### config.mk
export PLATFORM = sky130hd
export DESIGN_NAME = i2c_byte_master
export DESIGN_NICKNAME = d
export VERILOG_FILES = /design/src/rtl/i2cm_pkg.sv /design/src/rtl/i2cm_bit_engine.sv /design/src/rtl/i2cm_regs_ctrl.sv /design/src/rtl/i2c_byte_master.sv
export SDC_FILE = /design/constraint.sdc
export NUM_CORES = 1
export LEC_CHECK = 0
export ABC_AREA = 0
export CAP_MARGIN = 20
export CORE_UTILIZATION = 63
export DETAILED_ROUTE_END_ITERATION = 8
export DONT_BUFFER_PORTS = 1
export PLACE_DENSITY_LB_ADDON = 0.12
export SYNTH_ARGS = -nofsm -noshare
export SYNTH_HDL_FRONTEND = slang
export SYNTH_HIERARCHICAL = 1
export SYNTH_SLANG_ARGS = --single-unit
### constraint.sdc
create_clock -name clk -period 6.4 [get_ports clk]
set_input_delay 1.28 -clock clk [delete_from_list [all_inputs] [get_ports clk]]
set_output_delay 1.28 -clock clk [all_outputs]
set_load 0.02 [all_outputs]
### src/rtl/i2cm_pkg.sv
package i2cm_pkg;
  localparam int BYTE_W = 8;

  // control -> bit engine: strobes plus the live no-ack level
  typedef struct packed {
    logic              flush;
    logic              start;
    logic              stop;
    logic              go;
    logic              rstart;
    logic              tx;
    logic              nack;
    logic [BYTE_W-1:0] txByte;
  } dpCmd_t;

  // bit engine -> control
  typedef struct packed {
    logic              done;
    logic              arbLost;
    logic              ackIn;
    logic              hold;
    logic              busy;
    logic [BYTE_W-1:0] rxByte;
  } dpStat_t;
endpackage

### src/rtl/i2cm_bit_engine.sv
module i2cm_bit_engine
  import i2cm_pkg::*;
#(
  parameter int HALF_W = 8
) (
  input  logic       clk,
  input  logic       rstN,
  input  logic [5:0] divSel,
  input  dpCmd_t     cmd,
  output dpStat_t    stat,
  output logic       sclLow,
  output logic       sdaLow,
  input  logic       sclIn,
  input  logic       sdaIn
);
  localparam int BIT_W = $clog2(BYTE_W + 1);
  localparam logic [BIT_W-1:0] ACK_SLOT = BIT_W'(BYTE_W);

  typedef enum logic [3:0] {
    S_IDLE, S_START, S_HOLD, S_RS1, S_RS2, S_RS3,
    S_BLO, S_BHI, S_STOP1, S_STOP2
  } state_t;

  state_t             st;
  logic [HALF_W-1:0]  cnt, halfLen;
  logic [BIT_W-1:0]   bitIdx;
  logic [BYTE_W-1:0]  shReg;
  logic               txMode, timed, tick;
  logic               doneQ, arbQ, ackQ;

  always_comb begin
    halfLen = (HALF_W'(divSel[3:0]) + HALF_W'(2)) << divSel[5:4];
    timed   = (st != S_IDLE) && (st != S_HOLD);
    tick    = timed && (cnt == halfLen - HALF_W'(1));
  end

  always_ff @(posedge clk or negedge rstN) begin
    if (!rstN) begin
      st <= S_IDLE; cnt <= '0; bitIdx <= '0; shReg <= '0; txMode <= 1'b0;
      sclLow <= 1'b0; sdaLow <= 1'b0; doneQ <= 1'b0; arbQ <= 1'b0; ackQ <= 1'b0;
    end else begin
      doneQ <= 1'b0;
      arbQ  <= 1'b0;
      cnt   <= (tick || !timed) ? '0 : cnt + HALF_W'(1);
      if (cmd.flush) begin
        st <= S_IDLE; sclLow <= 1'b0; sdaLow <= 1'b0; cnt <= '0;
      end else begin
        case (st)
          S_IDLE:  if (cmd.start) begin sdaLow <= 1'b1; st <= S_START; end
          S_START: if (tick) begin sclLow <= 1'b1; st <= S_HOLD; end
          S_HOLD: begin
            if (cmd.go) begin
              txMode <= cmd.tx;
              shReg  <= cmd.tx ? cmd.txByte : '1;
              bitIdx <= '0;
              if (cmd.rstart) begin sdaLow <= 1'b0; st <= S_RS1; end
              else st <= S_BLO;
            end else if (cmd.stop) begin
              sdaLow <= 1'b1; st <= S_STOP1;
            end
          end
          S_RS1: if (tick) begin sclLow <= 1'b0; st <= S_RS2; end
          S_RS2: if (tick) begin sdaLow <= 1'b1; st <= S_RS3; end
          S_RS3: if (tick) begin sclLow <= 1'b1; st <= S_BLO; end
          S_BLO: begin
            // data changes one clock after SCL fell
            if (cnt == '0) begin
              if (bitIdx == ACK_SLOT) sdaLow <= txMode ? 1'b0 : !cmd.nack;
              else                    sdaLow <= txMode ? !shReg[BYTE_W-1] : 1'b0;
            end
            if (tick) begin sclLow <= 1'b0; st <= S_BHI; end
          end
          S_BHI: if (tick) begin
            if (txMode && (bitIdx != ACK_SLOT) && !sdaLow && !sdaIn) begin
              arbQ <= 1'b1; sclLow <= 1'b0; sdaLow <= 1'b0; st <= S_IDLE;
            end else if (bitIdx == ACK_SLOT) begin
              ackQ <= sdaIn; doneQ <= 1'b1; sclLow <= 1'b1; st <= S_HOLD;
            end else begin
              shReg  <= {shReg[BYTE_W-2:0], sdaIn};
              bitIdx <= bitIdx + BIT_W'(1);
              sclLow <= 1'b1;
              st     <= S_BLO;
            end
          end
          S_STOP1: if (tick) begin sclLow <= 1'b0; st <= S_STOP2; end
          S_STOP2: if (tick) begin sdaLow <= 1'b0; st <= S_IDLE; end
          default: st <= S_IDLE;
        endcase
      end
    end
  end

  always_comb begin
    stat.done    = doneQ;
    stat.arbLost = arbQ;
    stat.ackIn   = ackQ;
    stat.hold    = (st == S_HOLD);
    stat.busy    = (st != S_IDLE);
    stat.rxByte  = shReg;
  end

  // SCL level is not used for stretching in this engine
  logic sclUnused;
  assign sclUnused = sclIn;
endmodule

### src/rtl/i2cm_regs_ctrl.sv
module i2cm_regs_ctrl
  import i2cm_pkg::*;
#(
  parameter bit VARIANT = 1'b0,
  parameter int ADDR_W  = 5
) (
  input  logic              clk,
  input  logic              rstN,
  input  logic [ADDR_W-1:0] addr,
  input  logic              wrEn,
  input  logic              rdEn,
  input  logic [BYTE_W-1:0] wrData,
  output logic [BYTE_W-1:0] rdData,
  input  dpStat_t           stat,
  output dpCmd_t            cmd,
  output logic [5:0]        divSel,
  output logic              mstaQ
);
  localparam int SHIFT = VARIANT ? 0 : 2;
  localparam logic [ADDR_W-1:0] LOW_MASK = ADDR_W'((1 << SHIFT) - 1);

  logic [ADDR_W-1:0] idxFull;
  logic aligned, selOwn, selDiv, selCtl, selSt, selDat;
  logic [BYTE_W-1:0] ownAddr, divReg, goByte;
  logic en, ien, mtx, txak, icf, ial, iif, rxak;
  logic goPend, goTx, stopPend, rstaPend;
  logic enIn, clrIif, clrIal;

  always_comb begin
    idxFull = addr >> SHIFT;
    aligned = (addr & LOW_MASK) == '0;
    selOwn  = aligned && (idxFull == ADDR_W'(0));
    selDiv  = aligned && (idxFull == ADDR_W'(1));
    selCtl  = aligned && (idxFull == ADDR_W'(2));
    selSt   = aligned && (idxFull == ADDR_W'(3));
    selDat  = aligned && (idxFull == ADDR_W'(4));
    enIn    = VARIANT ? !wrData[7] : wrData[7];
    clrIif  = VARIANT ?  wrData[1] : !wrData[1];
    clrIal  = VARIANT ?  wrData[4] : !wrData[4];
  end

  always_comb begin
    cmd.flush  = wrEn && selCtl && !enIn;
    cmd.start  = wrEn && selCtl && enIn && wrData[5] && !mstaQ && !stat.busy;
    cmd.go     = goPend && stat.hold;
    cmd.stop   = stopPend && stat.hold && !goPend;
    cmd.rstart = rstaPend;
    cmd.tx     = goTx;
    cmd.nack   = txak;
    cmd.txByte = goByte;
    divSel     = divReg[5:0];
  end

  always_ff @(posedge clk or negedge rstN) begin
    if (!rstN) begin
      ownAddr <= '0; divReg <= '0; goByte <= '0;
      en <= 1'b0; ien <= 1'b0; mstaQ <= 1'b0; mtx <= 1'b0; txak <= 1'b0;
      icf <= 1'b0; ial <= 1'b0; iif <= 1'b0; rxak <= 1'b0;
      goPend <= 1'b0; goTx <= 1'b0; stopPend <= 1'b0; rstaPend <= 1'b0;
    end else begin
      if (cmd.go)   begin goPend <= 1'b0; rstaPend <= 1'b0; end
      if (cmd.stop) stopPend <= 1'b0;
      if (wrEn) begin
        if (selOwn) ownAddr <= wrData;
        if (selDiv) divReg  <= wrData;
        if (selCtl) begin
          en <= enIn; ien <= wrData[6]; mtx <= wrData[4]; txak <= wrData[3];
          if (!enIn) begin
            mstaQ <= 1'b0; iif <= 1'b0;
            goPend <= 1'b0; stopPend <= 1'b0; rstaPend <= 1'b0;
          end else begin
            if (cmd.start) begin
              mstaQ <= 1'b1; stopPend <= 1'b0;
            end else if (!wrData[5] && mstaQ) begin
              mstaQ <= 1'b0; stopPend <= stat.busy;
            end
            if (wrData[2] && wrData[5] && mstaQ && stat.busy) rstaPend <= 1'b1;
          end
        end
        if (selSt) begin
          if (clrIif) iif <= 1'b0;
          if (clrIal) ial <= 1'b0;
        end
        if (selDat && en && mstaQ && mtx) begin
          goPend <= 1'b1; goTx <= 1'b1; goByte <= wrData; icf <= 1'b0;
        end
      end
      if (rdEn && selDat && en && mstaQ && !mtx) begin
        goPend <= 1'b1; goTx <= 1'b0; icf <= 1'b0;
      end
      if (stat.done) begin iif <= 1'b1; icf <= 1'b1; rxak <= stat.ackIn; end
      if (stat.arbLost) begin
        ial <= 1'b1; iif <= 1'b1; mstaQ <= 1'b0;
        goPend <= 1'b0; stopPend <= 1'b0; rstaPend <= 1'b0;
      end
    end
  end

  always_comb begin
    rdData = '0;
    if (selOwn) rdData = ownAddr;
    if (selDiv) rdData = divReg;
    if (selCtl) rdData = {VARIANT ? !en : en, ien, mstaQ, mtx, txak, 3'b000};
    if (selSt)  rdData = {icf, 1'b0, stat.busy, ial, 2'b00, iif, rxak};
    if (selDat) rdData = stat.rxByte;
  end
endmodule

### src/rtl/i2c_byte_master.sv
module i2c_byte_master
  import i2cm_pkg::*;
#(
  parameter bit VARIANT = 1'b0,
  parameter int ADDR_W  = 5,
  parameter int HALF_W  = 8
) (
  input  logic              clk,
  input  logic              rstN,
  input  logic [ADDR_W-1:0] addr,
  input  logic              wrEn,
  input  logic              rdEn,
  input  logic [7:0]        wrData,
  output logic [7:0]        rdData,
  output logic              sclOe,
  input  logic              sclIn,
  output logic              sdaOe,
  input  logic              sdaIn
);
  dpCmd_t     dpCmd;
  dpStat_t    dpStat;
  logic [5:0] divSel;
  logic       mstaQ;
  logic       busBusy, byteDone, arbLost;

  i2cm_regs_ctrl #(.VARIANT(VARIANT), .ADDR_W(ADDR_W)) u_ctrl (
    .clk(clk), .rstN(rstN), .addr(addr), .wrEn(wrEn), .rdEn(rdEn),
    .wrData(wrData), .rdData(rdData), .stat(dpStat), .cmd(dpCmd),
    .divSel(divSel), .mstaQ(mstaQ)
  );

  i2cm_bit_engine #(.HALF_W(HALF_W)) u_eng (
    .clk(clk), .rstN(rstN), .divSel(divSel), .cmd(dpCmd), .stat(dpStat),
    .sclLow(sclOe), .sdaLow(sdaOe), .sclIn(sclIn), .sdaIn(sdaIn)
  );

  assign busBusy  = dpStat.busy;
  assign byteDone = dpStat.done;
  assign arbLost  = dpStat.arbLost;
endmodule

# == Word level (Yosys, flattened, before mapping) ==
# Cells that the tools add are included.
# classes
order_cmp,0
n_reduce_logical,74
n_mul,0
n_mux,105
shifts,1
n_bitwise,2
div_mod_pow,0
addsub,4
eq_ne,38
# ops
op,n
two-way mux 8 bit,12
two-way mux 1 bit,69
two-way mux 4 bit,17
one-hot mux 4 bit (10 select lines),1
logical AND 1 bit,30
"!= test 3 x 2 -> 1 bit, second input constant",10
"== test 4 x 3 -> 1 bit, second input constant",4
one-hot mux 8 bit (2 select lines),1
"== test 4 bit, second input constant",3
"!= test 4 bit, second input constant",3
AND reduction 2 bit,6
nonzero test 2 bit,6
zero test 1 bit,11
zero test 5 bit,2
AND reduction 10 bit,1
AND reduction 3 bit,3
AND reduction 9 bit,1
nonzero test 3 bit,3
"adder 8 x 1 -> 8 bit, second input constant",1
"== test 4 x 2 -> 1 bit, second input constant",2
== test 8 bit,1
zero test 8 bit,1
one-hot mux 4 bit (2 select lines),1
nonzero test 4 bit,2
26 further kinds,33
# totals
latchBits,0
in_bits,19
mem_bits_rw,0
n_memories,0
romBits,0
regBits,67

# == Depth between registers and ports, before layout ==
# Gate-level depths: netlist of run 1.
# logic_depth
word_depth,12
mapped_depth,16

# == By module ==
# The synthesis of run 1 kept the hierarchy.
# modules_own_cells
mod,cells_each,area_per_inst_um2,n_inst,seq_area_each_um2
i2cm_bit_engine,288,2372.3,1,750.7
i2cm_regs_ctrl,169,1928.1,1,925.9

# == Least setup slack after synthesis of run 1 ==
# No wires, ideal clock.
# synth_path
kind,input to output
from,input port addr[2]
to,output port rdData[1]
path_stages,5
slack_ps,2410
arrival_ps,2710
required_ps,5120
cell_sequence,clkbuf_1 -> or3b_1 -> nor3_1 -> a31oi_1 -> a21oi_1
# synth_between
elab_chain_len,7
elab_cells_between_ends,15
# synth_lines
item,line,rtl
from (decl),i2c_byte_master.sv:10,"input logic [ADDR_W-1:0] addr,"
zero test 5 bit,i2cm_regs_ctrl.sv:32,selOwn = aligned && (idxFull == ADDR_W'(0));
logical AND 1 bit,i2cm_regs_ctrl.sv:32,
two-way mux 8 bit,i2cm_regs_ctrl.sv:101,if (selOwn) rdData = ownAddr;
two-way mux 8 bit,i2cm_regs_ctrl.sv:102,if (selDiv) rdData = divReg;
two-way mux 8 bit,i2cm_regs_ctrl.sv:103,"if (selCtl) rdData = {VARIANT ? !en : en, ien, mstaQ, mtx, txak, 3'b000};"
two-way mux 8 bit,i2cm_regs_ctrl.sv:104,"if (selSt) rdData = {icf, 1'b0, stat.busy, ial, 2'b00, iif, rxak};"
two-way mux 8 bit *,i2cm_regs_ctrl.sv:105,if (selDat) rdData = stat.rxByte;
to (decl),i2c_byte_master.sv:14,"output logic [7:0] rdData,"
# Mark *: on every way between the ends. The rest lies on a longest branch, timed or not.

# == Final worst setup path of run 1 ==
# layout_path
from,input port addr[3]
to,output port rdData[1]
# Same word-level chain as after synthesis.

==> key figures, run 1 <==
Cells and area
  – Area growth from synthesis to layout: 2.939%
  – Post-route cell area: roughly 4400 sq um
  – Reg area: 1677 sq um
  – Fillers: approximately 520
  – Multi-input logic area: between 2000 and 2500 sq um
  – Final Core Density: 0.6854
  – Non-filler cells, final: 517
  – Layout cells sized above 1: 0.1409
  – Ant diodes: 0
  – Final nets: 460

Job
  – Max_cap viols: 0

Logic synthesis
  – Ys async rst share: 1.000
  – Syn. warnings: 6
  – Top cells by count, synth: 67 x dfrtp_1, 36 x mux2_2, 28 x nand2_1, 27 x inv_1, 27 x nor2_1
  – Mux contribution to synthesized area: 0.1455
  – Simple-gate portion of the synthesized area: 0.2022
  – Number of flops mapped to enable cells by yosys: 0
  – Post-synthesis average cell area: 9.410 sq um
  – Yosys reg bits: 67
  – Compound-gate portion of the synthesized area: 0.1426
  – Main area contributors after synthesis: dfrtp_1 39%, mux2_2 9.4%, mux2i_1 3.0%, o21ai_0 2.6%, buf_4 2.4%
  – Largest area contributor in the netlist: dfrtp_1
  – Post-synthesis sequential area ratio: 0.3899
  – Post-Syn Area: 4300 sq um
  – Post-synth top flop: dfrtp_1
  – Adder-Cell Fraction of Synth Area: 0.01746
  – Syn Nets: 482
  – Most common cell in the synthesized netlist: dfrtp_1
  – Cells after synthesis: 457
  – Largest family of logic cells by synthesized area: simple AND/OR/NAND/NOR gates
  – Synth Area in XOR/XNOR: 0.03462
  – Yosys cell types: 63
  – Yosys top cell area share: 0.3899

Timing
  – Relative slew slack: 0.3374
  – Crit path time final: 4.087 ns
  – Setup total negative slack: 0 ns
  – Tcrit/Tclk final: 0.6386
  – Fmax: 0.2447 GHz
  – Unrepaired setup endpoints after global routing: false
  – Slew Limit Fails: 0
  – Worst-margin pin slew: 0.9862 ns
  – Fin Clk Skew: 0.01369 ns
  – Final hold vios: 0
  – # setup viols final: 0

Power
  – Leakage: ~2.0 nW
  – Peak supply drop: 0.1788 mV
  – Sequential power share: 0.435
  – Switching fraction of total power: 0.3810
  – PnR Total Power: 1.468 mW
  – Net Switching: 559.4 uW
  – Int Pwr: 909.0 uW
  – Power per cell area: 331.7 nW/um^2
  – Logic pwr share: 0.310
  – Clock network fraction of total power: 0.255

Setup path
  – Critical path arrival: 2.81 ns
  – Worst Reg-to-Reg Cells: 12
  – Worst-path fanout max: 11
  – CP Data Required Time: 5.12 ns
  – Worst setup EP type: primary output
  – Setup CP Type: in2out
  – Crit start category: input port

Placement
  – Placed cell area: 4222 sq um
  – Post-DP HPWL: about 6.5 mm
  – Placed Instances: ~500
  – PortBufs: 0
  – Routability cong.: 0.8557

GRT
  – GRT Overall Usage: 0.2830
  – Antenna violations before repair: 0
  – First-pass GRT wire length: 16.12 mm
  – Largest net degree at the start of global routing: 68
  – GR Overflow Total: 0
  – Vias in the first global route: 3366

Floorplan
  – Core area: between 6000 and 7000 sq um
  – Initial core utilization: 0.6658
  – Die area: 7161 sq um
  – Top-Level Pins: 29
  – Die Height: between 80 and 90 microns
  – Row count: 29
  – Die Wd: 84.62 microns

Detailed routing
  – DR WL/cell: 17.78 microns
  – Initial DRC Count: 254
  – DRC: 0
  – Drt total wl: 9.192 mm
  – Initial DRT Pass Iterations: 6
  – Routed Antenna Nets: 0
  – Vias per Instance: 6.433
  – Vias: 3326

CTS
  – Root Buffer: clkbuf_8
  – CTS tree: built
  – Clk buf depth: 2
  – Number of setup buffers added after CTS: 0
  – CTS resizes: 0
  – Inserted Clock Buffers: 9
  – Worst-path clk slew: 0.07 ns
  – Hold_buf cts: 0
  – Clock Latency Late Sink: 0.35 ns
  – H-Tree Depth: 3
  – Sink Count: 67

Hold path
  – WHS Path Cells: 1
  – Tightest Hold Check Type: reg2reg

Outcome
  – Status: finished clean
[metal layers]
layer / up-vias / share of wire / track usage
met1: 1621 / 0.44 / 0.3817
met4: 0 / 0.015 / 0.09091
met2: 95 / 0.49 / 0.4671
li1: 1594 / - / -
met3: 16 / 0.050 / 0.04916
met5: - / 0 / 0
[sequential cells by signal, summed over array words and instances, names as in the netlist, 4 cells and up]
name,cells
u_ctrl/ownAddr,8
u_eng/st,4
u_ctrl/goByte,8
u_eng/shReg,8
u_ctrl/divReg,8
u_eng/bitIdx,4
u_eng/cnt,8
[cells by family (layout without fill, tap and decap cells)]
| group | count (synthesis) | after routing |
|---|---|---|
| compound gates | 92 | 92 |
| xor+xnor | 17 | 17 |
| fa+ha+maj | 6 | 6 |
| buf+inv | 62 | 45 |
| flops | 67 | 67 |
| mux | 57 | 57 |
| simple gates | 156 | 156 |
[path summary, 6_finish.rpt]
kind | start | to | slack (ns)
max reg2reg | u_ctrl/divReg[4] | u_eng/shReg[2] | 2.83
max | addr[3] | rdData[1] | 2.31
min reg2reg | u_ctrl/iif | u_ctrl/iif | 0.50
min in group asynchronous | rstN | u_eng/st[2] | 0.62
min | u_ctrl/iif | u_ctrl/iif | 0.50
max in group asynchronous | rstN | u_ctrl/en | 5.67
[layout make-up]
type / instances / share of cell area
multi-input cells: 328 / 0.5269
repair buffers: 2 / 0.003392
clock buffers: 9 / 0.02798
inverters: 27 / 0.02289
well taps: 77 / 0.02176
flip-flops and latches: 67 / 0.3787
clock inverters: 7 / 0.01837
[power groups by stage]
stage	logic, mW	registers [mW]	clock network [mW]
after floorplan	0.452	0.566	0
after global placement	0.436	0.641	0
after detailed placement	0.452	0.645	0
after CTS	0.455	0.637	0.379
after global routing	0.516	0.658	0.397
final	0.456	0.639	0.374
[cells in the final DEF (no fill, tap or decap), drive strengths merged, types with 3 or more instances in the layout]
cell type  count
dfrtp         67
nand2         28
and2           5
o211ai         4
a21oi         17
nor2b         12
nand2b         9
mux2          44
clkbuf         9
nand4          3
mux2i         13
a22o           3
inv           31
a21o           3
o22ai          3
ha             6
nand3         17
nor3b          4
o311ai         3
xnor2          9
a211oi         3
nand3b         8
nor4          11
o21a           4
o21ai         24
xor2           8
nor2          28
nor3          18
a31oi         10
[critical path, stage by stage]
cell and delay, ns:
or3b_1 0.43, nor3_1 0.50, a31oi_1 0.11, a21oi_1 0.48
[stage by stage]
step	hold slack [ns]	setup slack (ns)
finish	0.5021	2.313
global route	0.5120	2.228
detailed placement	0.4709	2.369
CTS	0.4988	2.369
floorplan	0.4500	2.410
global placement	0.4620	2.397
(Power assumes the default switching activity.)
==> run 2: changes to the inputs <==
Clock period 6.4 ns to 3.96 ns, I/O delays scaled along.
==> run 2 against run 1 <==
Compared with the run above:
- non-clock buffer count rose by 5
- register-to-register slack got worse by 2.2 ns
- setup slack got worse by 1.7 ns
- combinational power grew 69%
- design area up 1.2%
- critical endpoint is now u_eng/ackQ
- largest power group unchanged
==> key figures, run 2 (synthesis gave the netlist of run 1 again) <==
Cells and area
  – Non-filler cells, final: 522 (+0.97%)
  – Final nets: 465 (+1.1%)
  – Commonest non-fill, non-tap cell in the layout: dfrtp_1
  – Multi-input logic area: 2332 sq um (unchanged)
  – Post-route cell area: 4482 sq um (+1.2%)
  – Layout cells sized above 1: 0.1506 (+0.009653)
  – Ant diodes: 0 (unchanged)
  – Reg area: 1677 sq um (unchanged)
  – Fillers: 496 (-5.0%)
  – Area growth from synthesis to layout: 4.219%
  – Commonest cells after routing, fill and taps aside: 67 x dfrtp_1, 36 x mux2_2, 28 x nand2_1
  – Final Core Density: 0.6939 (+0.008524)

Placement
  – PortBufs: 0 (unchanged)
  – Routability cong.: 0.8533 (-0.28%)
  – Placed cell area: 4259 sq um (+0.89%)
  – Placed Instances: 506 (+1.0%)
  – Post-DP HPWL: 6.720 mm (+4.0%)

GRT
  – Largest net degree at the start of global routing: 68 (unchanged)
  – Vias in the first global route: 3284 (-2.4%)
  – First-pass GRT wire length: 16.24 mm (+0.77%)
  – Antenna violations before repair: 0 (unchanged)
  – GRT Overall Usage: 0.2906 (+0.007658)
  – GR Overflow Total: 0 (unchanged)

CTS
  – Clock Latency Late Sink: 0.35 ns (about the same)
  – Worst-path clk slew: 0.08 ns (about the same)
  – Inserted Clock Buffers: 9 (unchanged)
  – CTS tree: built
  – Root Buffer: clkbuf_8
  – H-Tree Depth: 3 (unchanged)
  – Number of setup buffers added after CTS: 0 (unchanged)
  – CTS resizes: 0 (unchanged)
  – Sink Count: 67 (unchanged)
  – Hold_buf cts: 0 (unchanged)
  – Clk buf depth: 2 (unchanged)

Floorplan
  – Top-Level Pins: 29 (unchanged)
  – Core area: 6459 sq um (unchanged)
  – Die area: 7161 sq um (unchanged)
  – Die Wd: 84.62 microns (unchanged)
  – Row count: 29 (unchanged)
  – Die Height: 84.62 microns (unchanged)
  – Initial core utilization: 0.6658 (unchanged)

Setup path
  – Setup CP Type: reg2reg
  – End of the worst register-to-register path: u_eng/ackQ
  – Worst setup path start: u_ctrl/divReg[2]
  – Critical path arrival: 3.56 ns (+0.75 ns)
  – End of the critical path: u_eng/ackQ
  – Crit start category: register
  – RR Startpoint: u_ctrl/divReg[2]
  – Worst Reg-to-Reg Cells: 10 (-2)
  – Worst reg2reg setup slack: 0.64 ns (-2.19 ns)
  – Worst setup EP type: register
  – CP Data Required Time: 4.20 ns (-0.92 ns)
  – Worst-path fanout max: 17 (+6)

Detailed routing
  – Initial DRT Pass Iterations: 5 (-1)
  – Vias: 3339 (+0.39%)
  – DR WL/cell: 18.51 microns (+4.1%)
  – Drt total wl: 9.660 mm (+5.1%)
  – DRC: 0 (unchanged)
  – Routed Antenna Nets: 0 (unchanged)
  – Vias per Instance: 6.397 (-0.57%)
  – Initial DRC Count: 198 (-22%)

Timing
  – Tcrit/Tclk final: 0.8389
  – Unrepaired setup endpoints after global routing: false
  – Setup total negative slack: 0 ns (unchanged)
  – Crit path time final: 3.322 ns
  – Relative slew slack: 0.3248 (-0.01260)
  – Final hold vios: 0 (unchanged)
  – Fmax: roughly 0.3 GHz
  – Worst-margin pin slew: 1.005 ns (+0.01876 ns)
  – Fin Clk Skew: 0.01247 ns (-0.001223 ns)
  – Slew Limit Fails: 0 (unchanged)
  – # setup viols final: 0 (unchanged)

Job
  – Max_cap viols: 0 (unchanged)

Hold path
  – Tightest Hold Check Type: in2async

Power
  – Power per cell area: 543.4 nW/um^2 (+64%)
  – Peak supply drop: 0.3474 mV (+94%)
  – Leakage: 2.023 nW (+1.7%)
  – PnR Total Power: 2.435 mW (+66%)

Outcome
  – Status: finished clean
## run 2: cell types whose count changed in the layout (fill, tap and decap cells not counted)
cell       delta
buf_4         +5
bufinv_16     +1
clkinv_2      +1
inv_6         -2
## run 2: how the worst min path moves through the flow
stage / endpoint / depth (start not counted)
final: u_eng/st[2] / 0
after global routing: u_eng/st[1] / 0
after CTS: u_eng/cnt[1] / 0
after detailed placement: u_ctrl/ial / 1
after global placement: u_ctrl/ial / 1
after floorplan: u_ctrl/icf / 1
## run 2: layout make-up
class | instances | share of cell area
clock buffers | 9 | 0.02764
flip-flops and latches | 67 | 0.3741
repair buffers | 7 | 0.01173
clock inverters | 7 | 0.02205
well taps | 77 | 0.02150
inverters | 27 | 0.02261
multi-input cells | 328 | 0.5204
## run 2: critical path, cell delays in order (launching register included)
cell	delay, ns
dfrtp_1	0.43
ha_1	0.28
xnor2_1	0.31
mux2i_1	0.13
o311ai_0	0.58
mux2i_1	0.25
nor2_1	0.09
nor4_4	0.33
buf_4	0.29
and2_1	0.19
mux2_2	0.33
## run 2: power breakdown
group,internal [mW],switching (mW)
sequential,0.814,0.202
clock,0.359,0.291
combinational,0.363,0.407
total,1.54,0.899
## run 2: metrics by stage
step / hold slack (ns) / setup slack, ns
floorplan: 0.4500 / 0.7802
global route: 0.1141 / 0.4591
CTS: 0.1227 / 0.7015
global placement: 0.4657 / 0.7508
finish: 0.1318 / 0.6380
detailed placement: 0.4704 / 0.7051
## run 2: per-layer routing
metal  GRT usage  routed length, microns  vias up  share of wire
met5           0                       0        -              0
met4      0.1171                     296        0          0.031
met3     0.06588                     453       21          0.047
met2      0.4715                    4580       89           0.47
met1      0.3791                    4329     1625           0.45
li1            -                       -     1604              -
==> run 3: changes to the inputs <==
Settings changed: CORE_UTILIZATION 63 to 58.
Clock period 3.96 ns to 2.7 ns, I/O delays scaled along.
==> run 3 against run 2 <==
Compared with the run above:
- the flow now finishes with violations (negative setup slack)
- worst hold slack lost 0.071 ns
- setup slack worse by 0.69 ns
- critical path depth is 2 higher
- non-clock buffer count is 52 higher
- clock skew about the same
- die area is 8.4% higher
- critical endpoint is now u_eng/shReg[4]
==> key figures, run 3 (synthesis gave the netlist of run 1 again) <==
Outcome
  – Status: finished with violations
  – Failing checks: negative setup slack

Cells and area
  – Ant diodes: 0 (unchanged)
  – Fillers: 553 (+11%)
  – Multi-input logic area: 2549 sq um (+9.3%)
  – Post-route cell area: 5146 sq um (+15%)
  – Final nets: 517 (+11%)
  – Final Core Density: 0.7133 (+0.01940)
  – Area growth from synthesis to layout: 19.67%
  – Layout cells sized above 1: 0.3058 (+0.1553)
  – Commonest non-fill, non-tap cell in the layout: dfrtp_1
  – Reg area: 1679 sq um (+0.15%)
  – Commonest cells after routing, fill and taps aside: 65 x dfrtp_1, 54 x buf_4, 36 x mux2_2

GRT
  – GRT Overall Usage: 0.2762 (-0.01440)
  – Vias in the first global route: 3312 (+0.85%)
  – GR Overflow Total: 0 (unchanged)
  – Met3 usage: 0.04713 (-0.01875)
  – Top Usage Layer GRT: met2
  – M2 GR Usage: 0.4412 (-0.03039)
  – Largest net degree at the start of global routing: 68 (unchanged)
  – First-pass GRT wire length: 16.27 mm (+0.17%)
  – Antenna violations before repair: 0 (unchanged)
  – M1 GR Usage: 0.3742 (-0.004841)

Setup path
  – Slowest CP cell: dfrtp_1
  – Max incr delay on CP: 0.41 ns (-0.17 ns)
  – Crit start category: register
  – Worst-path fanout max: 7 (-10)
  – Critical path arrival: 2.98 ns (-0.58 ns)
  – Setup CP Type: reg2reg
  – CP Data Required Time: 2.93 ns (-1.27 ns)
  – CP Cell Sequence: ha_4, buf_4, buf_4, xnor2_1, a21oi_2, a21oi_2, xor2_2, nor4_4, buf_4, a21bo_4, clkbuf_16, mux2_1
  – Worst setup EP type: register
  – CP dominant cell by count: buf_4

Power
  – Peak supply drop: 0.4063 mV (+17%)
  – PnR Total Power: 3.908 mW (+60%)
  – Leakage: 2.320 nW (+15%)
  – Power per cell area: 759.4 nW/um^2 (+40%)

Timing
  – Crit path time final: 2.748 ns (-0.5737 ns)
  – Setup total negative slack: -0.2838 ns (-0.2838 ns)
  – Fmax: 0.3639 GHz (+21%)
  – Final Worst Setup Slack: -0.04834 ns (-0.6863 ns)
  – Tcrit/Tclk final: 1.018 (+0.1790)
  – Slew Limit Fails: 0 (unchanged)
  – Final hold vios: 0 (unchanged)
  – Fin Clk Skew: 0.01269 ns (+0.0002255 ns)
  – Unrepaired setup endpoints after global routing: true
  – Worst-margin pin slew: 0.6989 ns (-0.3061 ns)
  – Relative slew slack: 0.5291 (+0.2043)
  – # setup viols final: 8 (+8)

CTS
  – Sink Count: 67 (unchanged)
  – H-Tree Depth: 3 (unchanged)
  – Clk buf depth: 2 (unchanged)
  – Worst-path clk slew: 0.08 ns (about the same)
  – Inserted Clock Buffers: 9 (unchanged)
  – Clock Latency Late Sink: 0.35 ns (about the same)
  – CTS tree: built
  – Root Buffer: clkbuf_8

Placement
  – PortBufs: 0 (unchanged)
  – Post-DP HPWL: 7.139 mm (+6.2%)
  – Post-place setup slack: -0.2215 ns (-0.9265 ns)
  – Routability cong.: 0.8208 (-3.8%)
  – Placed cell area: 4671 sq um (+9.7%)

Detailed routing
  – Vias per Instance: 5.987 (-6.4%)
  – DR WL/cell: 17.53 microns (-5.3%)
  – Drt total wl: 10.45 mm (+8.2%)
  – Initial DRT Pass Iterations: 6 (+1)
  – DRC: 0 (unchanged)
  – Routed Antenna Nets: 0 (unchanged)
  – Vias: 3568 (+6.9%)
  – Initial DRC Count: 206 (+4.0%)

Floorplan
  – Die Wd: 88.11 microns (+4.1%)
  – Die area: 7762 sq um (+8.4%)
  – Core area: 7214 sq um (+12%)
  – Die Height: 88.11 microns (+4.1%)
  – Row count: 31 (+6.9%)
  – Initial core utilization: 0.5961 (-0.06975)
  – Top-Level Pins: 29 (unchanged)

Hold path
  – Tightest Hold Check Type: in2async

Job
  – Max_cap viols: 0 (unchanged)
==> run 3: cell count changes in the layout (fill, tap and decap cells not counted), moves of 3 or more <==
| cell | previous run | this run |
|---|---|---|
| a21oi_2 | 0 | 4 |
| a21oi_1 | 17 | 12 |
| o21ai_0 | 22 | 18 |
| buf_4 | 7 | 54 |
| o21ai_1 | 2 | 5 |
==> run 3: path summary, 6_finish.rpt <==
kind / from / cells after the start / slack, ns / to
worst max-delay path: u_ctrl/divReg[2] / 12 / -0.05 / u_eng/shReg[4]
worst min-delay path: rstN / 1 / 0.06 / u_eng/sclLow
worst max register to register: u_ctrl/divReg[2] / 12 / -0.05 / u_eng/shReg[4]
worst min register to register: u_ctrl/icf / 1 / 0.50 / u_ctrl/icf
max in group asynchronous: rstN / 1 / 2.33 / u_ctrl/divReg[3]
min in group clk: sdaIn / 1 / 0.34 / u_eng/ackQ
==> run 3: worst max-delay path, delay by kind of cell (launching register included) <==
kind / cells / cell delay [ns]
buffers and inverters: 4 / 0.58
XOR/XNOR: 2 / 0.32
AO/OA/AOI/OAI: 3 / 0.48
multiplexers: 1 / 0.30
adder cells (fa/ha/maj): 1 / 0.29
flip-flops: 1 / 0.41
AND/OR/NAND/NOR: 1 / 0.25
==> run 3: where the power goes <==
group          leakage [nW]  switching [mW]  internal [mW]  total [mW]
clock network        0.0966           0.399          0.428       0.827
logic                  1.33           0.844          0.821        1.67
registers             0.889           0.218           1.20        1.42
total                  2.32            1.46           2.45        3.91
==> run 3: layout make-up <==
cell class / count / share of cell area
multi-input combinational: 328 / 0.4953
sequential: 67 / 0.3263
inverter: 27 / 0.01969
tap: 99 / 0.02407
timing repair buffer: 59 / 0.09725
clock inverter: 6 / 0.01264
clock buffer: 10 / 0.02480
==> run 3: what timing repair did <==
action                                  in CTS  in global routing
resized for setup                           16                 25
pin swaps                                    1                  4
hold buffers                                 1                  0
hold endpoints to repair                    67                  0
cloned                                       0                  1
setup buffers                                4                  4
endpoints found under the setup margin      20                 20
==> run 3: per-layer routing <==
| metal | vias up | part of all wire |
|---|---|---|
| met5 | - | 0 |
| li1 | 1703 | - |
| met3 | 22 | 0.042 |
| met4 | 0 | 0.022 |
| met2 | 90 | 0.50 |
| met1 | 1753 | 0.44 |
==> run 3: per-stage QoR <==
stage               hold slack (ns)  instances
detailed placement           0.2463        570
CTS                         0.06756        591
finish                      0.06043        596
global placement             0.2469        570
floorplan                    0.2444        457
global route                0.07574        596
